===== src/rtl/chsel_pkg.sv =====
package chsel_pkg;
  typedef enum logic {
    SEQ_HOLD = 1'b0,
    SEQ_GAP  = 1'b1
  } seq_state_e;

  localparam int unsigned SYNC_STAGES = 2;
endpackage


===== src/rtl/chsel_sync.sv =====
module chsel_sync #(
  parameter int unsigned W = 3
) (
  input  logic         clk_i,
  input  logic         rst_ni,
  input  logic [W-1:0] async_i,
  output logic [W-1:0] level_o,
  output logic [W-1:0] rise_o,
  output logic [W-1:0] fall_o
);
  import chsel_pkg::*;

  logic [W-1:0] stage_q [SYNC_STAGES];
  logic [W-1:0] prev_q;

  always_ff @(posedge clk_i or negedge rst_ni) begin
    if (!rst_ni) begin
      for (int i = 0; i < SYNC_STAGES; i++) stage_q[i] <= '0;
      prev_q <= '0;
    end else begin
      stage_q[0] <= async_i;
      for (int i = 1; i < SYNC_STAGES; i++) stage_q[i] <= stage_q[i-1];
      prev_q <= stage_q[SYNC_STAGES-1];
    end
  end

  assign level_o = stage_q[SYNC_STAGES-1];

  for (genvar g = 0; g < W; g++) begin : g_edge
    assign rise_o[g] =  level_o[g] & ~prev_q[g];
    assign fall_o[g] = ~level_o[g] &  prev_q[g];
  end
endmodule


===== src/rtl/chsel_shreg.sv =====
module chsel_shreg #(
  parameter int unsigned FRAME_W = 4
) (
  input  logic               clk_i,
  input  logic               rst_ni,
  input  logic               shift_i,
  input  logic               bit_i,
  output logic [FRAME_W-1:0] frame_o,
  output logic               tail_o
);
  logic [FRAME_W-1:0] sr_q;

  always_ff @(posedge clk_i or negedge rst_ni) begin
    if (!rst_ni)      sr_q <= '0;
    else if (shift_i) sr_q <= {sr_q[FRAME_W-2:0], bit_i};
  end

  assign frame_o = sr_q;
  assign tail_o  = sr_q[FRAME_W-1];
endmodule


===== src/rtl/chsel_seq.sv =====
module chsel_seq #(
  parameter int unsigned N_CH    = 8,
  parameter int unsigned GAP_CYC = 4,
  localparam int unsigned CODE_W = $clog2(N_CH),
  localparam int unsigned CNT_W  = $clog2(GAP_CYC + 1)
) (
  input  logic              clk_i,
  input  logic              rst_ni,
  input  logic              commit_i,
  input  logic              en_i,
  input  logic [CODE_W-1:0] code_i,
  output logic [N_CH-1:0]   sw_en_o
);
  import chsel_pkg::*;

  seq_state_e      state_q;
  logic [CNT_W-1:0] cnt_q;
  logic [N_CH-1:0]  pend_q, dec;

  for (genvar g = 0; g < N_CH; g++) begin : g_dec
    assign dec[g] = en_i && (code_i == CODE_W'(g));
  end

  always_ff @(posedge clk_i or negedge rst_ni) begin
    if (!rst_ni) begin
      state_q <= SEQ_HOLD;
      cnt_q   <= '0;
      pend_q  <= '0;
      sw_en_o <= '0;
    end else if (commit_i) begin
      // break first, restart the gap even if one is running
      sw_en_o <= '0;
      pend_q  <= dec;
      cnt_q   <= CNT_W'(GAP_CYC);
      state_q <= SEQ_GAP;
    end else if (state_q == SEQ_GAP) begin
      if (cnt_q == CNT_W'(1)) begin
        sw_en_o <= pend_q;
        cnt_q   <= '0;
        state_q <= SEQ_HOLD;
      end else begin
        cnt_q <= cnt_q - CNT_W'(1);
      end
    end
  end
endmodule


===== src/rtl/chsel_ctrl.sv =====
module chsel_ctrl #(
  parameter int unsigned N_CH    = 8,
  parameter int unsigned GAP_CYC = 4,
  localparam int unsigned CODE_W  = $clog2(N_CH),
  localparam int unsigned FRAME_W = CODE_W + 1
) (
  input  logic            clk_i,
  input  logic            rst_ni,
  input  logic            sclk_i,
  input  logic            cs_i,
  input  logic            din_i,
  output logic            dout_o,
  output logic            dout_oe_o,
  output logic [N_CH-1:0] sw_en_o
);
  localparam int unsigned IDX_SCLK = 2;
  localparam int unsigned IDX_CS   = 1;
  localparam int unsigned IDX_DIN  = 0;

  logic [2:0]         lvl, rise, fall;
  logic               sclk_rise, cs_fall, cs_high, shift;
  logic [FRAME_W-1:0] frame;

  chsel_sync #(.W(3)) u_sync (
    .clk_i  (clk_i),
    .rst_ni (rst_ni),
    .async_i({sclk_i, cs_i, din_i}),
    .level_o(lvl),
    .rise_o (rise),
    .fall_o (fall)
  );

  assign sclk_rise = rise[IDX_SCLK];
  assign cs_fall   = fall[IDX_CS];
  assign cs_high   = lvl[IDX_CS];
  assign shift     = sclk_rise & cs_high;

  chsel_shreg #(.FRAME_W(FRAME_W)) u_shreg (
    .clk_i  (clk_i),
    .rst_ni (rst_ni),
    .shift_i(shift),
    .bit_i  (lvl[IDX_DIN]),
    .frame_o(frame),
    .tail_o (dout_o)
  );

  chsel_seq #(.N_CH(N_CH), .GAP_CYC(GAP_CYC)) u_seq (
    .clk_i   (clk_i),
    .rst_ni  (rst_ni),
    .commit_i(cs_fall),
    .en_i    (frame[FRAME_W-1]),
    .code_i  (frame[CODE_W-1:0]),
    .sw_en_o (sw_en_o)
  );

  assign dout_oe_o = cs_high;
endmodule



===== config.mk =====
export PLATFORM = sky130hd
export DESIGN_NAME = chsel_ctrl
export DESIGN_NICKNAME = d
export VERILOG_FILES = /design/src/rtl/chsel_pkg.sv /design/src/rtl/chsel_sync.sv /design/src/rtl/chsel_shreg.sv /design/src/rtl/chsel_seq.sv /design/src/rtl/chsel_ctrl.sv
export SDC_FILE = /design/constraint.sdc
export NUM_CORES = 1
export LEC_CHECK = 0
export ABC_CLOCK_PERIOD_IN_PS = 2100
export BUFFER_PORTS_ARGS = -buffer_cell sky130_fd_sc_hd__buf_2
export CORE_ASPECT_RATIO = 0.75
export CORE_MARGIN = 2
export CORE_UTILIZATION = 50
export DETAILED_ROUTE_END_ITERATION = 10
export PLACE_DENSITY = 0.67
export SKIP_CTS_REPAIR_TIMING = 1
export SLEW_MARGIN = 20
export SYNTH_ARGS = -nofsm -noshare
export SYNTH_HDL_FRONTEND = slang
export SYNTH_SLANG_ARGS = --single-unit

===== constraint.sdc =====
create_clock -name clk_i -period 2.1 [get_ports clk_i]
set_input_delay 0.315 -clock clk_i [delete_from_list [all_inputs] [get_ports clk_i]]
set_output_delay 0.315 -clock clk_i [all_outputs]
set_load 0.1 [all_outputs]

==> impl_metrics.csv <==
group,metric,value,unit
cells_and_area,drive_above_1_share,31.3,%
logic_synthesis,synth_top_area_cell,"dfrtp_1",
power_and_ir_drop,power_frac_clock,28.9,%
power_and_ir_drop,combPwrFrac,26.0,%
logic_synthesis,ys.flop_type,"dfrtp_1",
placed_design,io_buffers,14,
power_and_ir_drop,ir_drop,0.655,mV
logic_synthesis,synth_area_leaders,"dfrtp_1, o21ai_2, nand2_1, nand3_1, mux2_2",
floorplanning,fp.dieArea,2900,um2
worst_setup_path,cp_data_required_time,1.78,ns
route,viasPerCell,5.03,
worst_setup_path,crit_end,"dout_oe_o",
logic_synthesis,ys_types,20,
global_route,grt_overflow,0,
sta,worstMarginPinSlew,0.684,ns
worst_setup_path,worst_setup_path_start_kind,"flip-flop",
placed_design,dp_hpwl,1190,um
power_and_ir_drop,power,1.78,mW
worst_setup_path,criticalPathCategory,"flip-flop to primary output",
sta,fin_skew,0.00374,ns
floorplanning,core,2330,um2
sta,period_minus_slack,1.50,ns
logic_synthesis,yosysMostFrequentCell,"dfrtp_1",
worst_setup_path,crit_family,"buffers and inverters",
floorplanning,die_w,61.5,um
worst_setup_path,r2r-start,"u_seq.cnt_q[1]$_DFFE_PN0P_",
sta,max_freq,665,MHz
route,drcViolationCount,0,
clocking,h-tree-depth,2,
logic_synthesis,netlist_instances,96,
sta,hold_viol_final,0,
cells_and_area,num-nets-final,121,
worst_setup_path,r2r-end,"u_seq.sw_en_o[7]$_DFFE_PN0P_",
route,drt_pre_antenna_iters,2,
logic_synthesis,async_reset_ff_share,100,%
worst_setup_path,path_cells,"buf_2",
outcome,status,"finished, final reports clean",
route,drt-total-wl,1780,um
global_route,track_usage,15.3,%
logic_synthesis,synth_edf_count,0,
run,maxCapViolations,0,
power_and_ir_drop,p_sw_share,33.8,%
sta,relSlewSlack,54.4,%
sta,hold_slack,0.0151,ns
sta,rsz0062_at_grt,"false",
worst_setup_path,cp_num_cells,1,
placed_design,gp_congestion,0.714,
route,via_count,750,
worst_setup_path,crit_path_end_kind,"primary output",
sta,slew_viol_final,0,
power_and_ir_drop,seq_power_share,45.1,%
logic_synthesis,synth-seq-cells,32,
worst_setup_path,r2r_cells,5,
global_route,grt_pass1_wl,2900,um
sta,fin_setup_tns,0,ns
clocking,cts.sinks,32,
logic_synthesis,synth.top_cell.area_share,64.6,%
worst_setup_path,path_max_fanout,5,
cells_and_area,diodes,0,
clocking,cts_buffers,5,
worst_setup_path,path_buf_inv,1,
floorplanning,io_pins,15,
logic_synthesis,ys_seq_area_share,64.6,%
logic_synthesis,syn-num-nets,103,
global_route,grt_max_degree,33,
worst_setup_path,regToRegSetupSlack,0.86,ns
worst_setup_path,startpoint,"u_sync.level_o[1]$_DFF_PN0_",
logic_synthesis,ys.warnings.count,0,
global_route,antenna_found_initial,0,
worst_setup_path,crit_slowest_cell,"buf_2",
floorplanning,start_util,53.3,%
power_and_ir_drop,p_per_area,1250,nW/um2
clocking,clockRootBuffer,"clkbuf_4",
worst_setup_path,cpPeakStageDelay,0.45,ns
sta,setup_violations,0,
logic_synthesis,syn_area,1240,um2
clocking,cts_tree,"done",
power_and_ir_drop,internal-power,1.18,mW
logic_synthesis,syn_avg_cell_area,12.9,um2
power_and_ir_drop,leakagePower,0.687,nW
global_route,grt_pass1_vias,684,
cells_and_area,final_util,61.2,%
sta,finalCritPeriodShare,71.6,%
floorplanning,fp.dieH,47.1,um
hold_path,hp-class,"input pin to asynchronous set/reset pin",
clocking,clk_pin_slew_worst_paths,0.09,ns
worst_setup_path,crit_arrival,1.19,ns
route,drt-initial-drc-count,24,
clocking,clockBufferDepth,2,
power_and_ir_drop,p_switching,0.603,mW
clocking,clock_latency,0.33,ns
route,antenna_left,0,
cells_and_area,syn2layout_area_growth,14.8,%
route,wl_per_cell,11.9,um
logic_synthesis,yosys-top-cells-count,"dfrtp_1, nand2_1, nand3_1, o21ai_2",
floorplanning,rows,15,
## placed cells by master (no fill, tap or decap), drive strengths merged, types with 2 or more instances in the layout
master	n
mux2	4
dfrtp	32
o21ai	11
clkbuf	7
nand3b	4
buf	14
a21oi	2
ha	2
inv	2
o31ai	5
nand2b	6
nand3	9
nand2	13
## layout make-up
cell class                      count  area (um2)
Clock buffer                        7        65.1
Fill cell                         213         903
Timing Repair Buffer               14        70.1
Sequential cell                    32         801
Tap cell                           34        42.5
Multi-Input combinational cell     59         408
Inverter                            2        7.51
Clock inverter                      1        30.0
## cells by family (layout without fill, tap and decap cells)
family | Yosys count | count (layout) | synth area share, %
flip-flops | 32 | 32 | 64.6
AND/OR/NAND/NOR | 33 | 33 | 15.2
AO/OA/AOI/OAI | 20 | 20 | 12.0
buffers and inverters | 5 | 24 | 2.52
adder cells (fa/ha/maj) | 2 | 2 | 2.02
multiplexers | 4 | 4 | 3.63
## power groups by stage
stage / combinational (mW) / clock [mW] / sequential [mW]
floorplan: 0.254 / 0 / 0.948
global route: 0.505 / 0.564 / 0.821
CTS: 0.469 / 0.534 / 0.804
finish: 0.464 / 0.516 / 0.803
detailed placement: 0.467 / 0 / 0.817
global placement: 0.461 / 0 / 0.812
## stage by stage
stage | cells | area (um2) | worst slack, ns
final | 149 | 1420 | 0.597
after global routing | 149 | 1420 | 0.518
after detailed placement | 141 | 1330 | 0.866
after CTS | 149 | 1420 | 0.569
after global placement | 141 | 1330 | 0.889
after floorplan | 96 | 1240 | 0.399
## metal layers
metal  up-vias  share of wire, %  global-route usage, %
li1        377                 -                      -
met3         8               4.8                   6.61
met2        17                41                   21.3
met1       348                51                   18.4
met4         0               3.5                   12.8
met5         -                 0                      0
## worst min path at each step
stage / start / slack [ns] / to
floorplan: rst_ni / 0.02 / u_seq.cnt_q[0]$_DFFE_PN0P_
global placement: u_sync.stage_q[4]$_DFF_PN0_ / 0.33 / u_sync.level_o[1]$_DFF_PN0_
detailed placement: u_sync.stage_q[4]$_DFF_PN0_ / 0.34 / u_sync.level_o[1]$_DFF_PN0_
CTS: rst_ni / 0.02 / u_sync.level_o[2]$_DFF_PN0_
global route: rst_ni / 0.05 / u_sync.level_o[2]$_DFF_PN0_
finish: rst_ni / 0.02 / u_sync.stage_q[4]$_DFF_PN0_
## state kept, by name (all words and copies together), names as in the netlist
| signal | count |
|---|---|
| u_seq.cnt_q | 3 |
| u_seq.pend_q | 8 |
| u_seq.state_q | 1 |
| u_seq.sw_en_o | 8 |
| u_shreg.frame_o | 4 |
| u_sync.level_o | 3 |
| u_sync.prev_q | 2 |
| u_sync.stage_q | 3 |
Note: power is estimated with default switching activity, not from simulation.
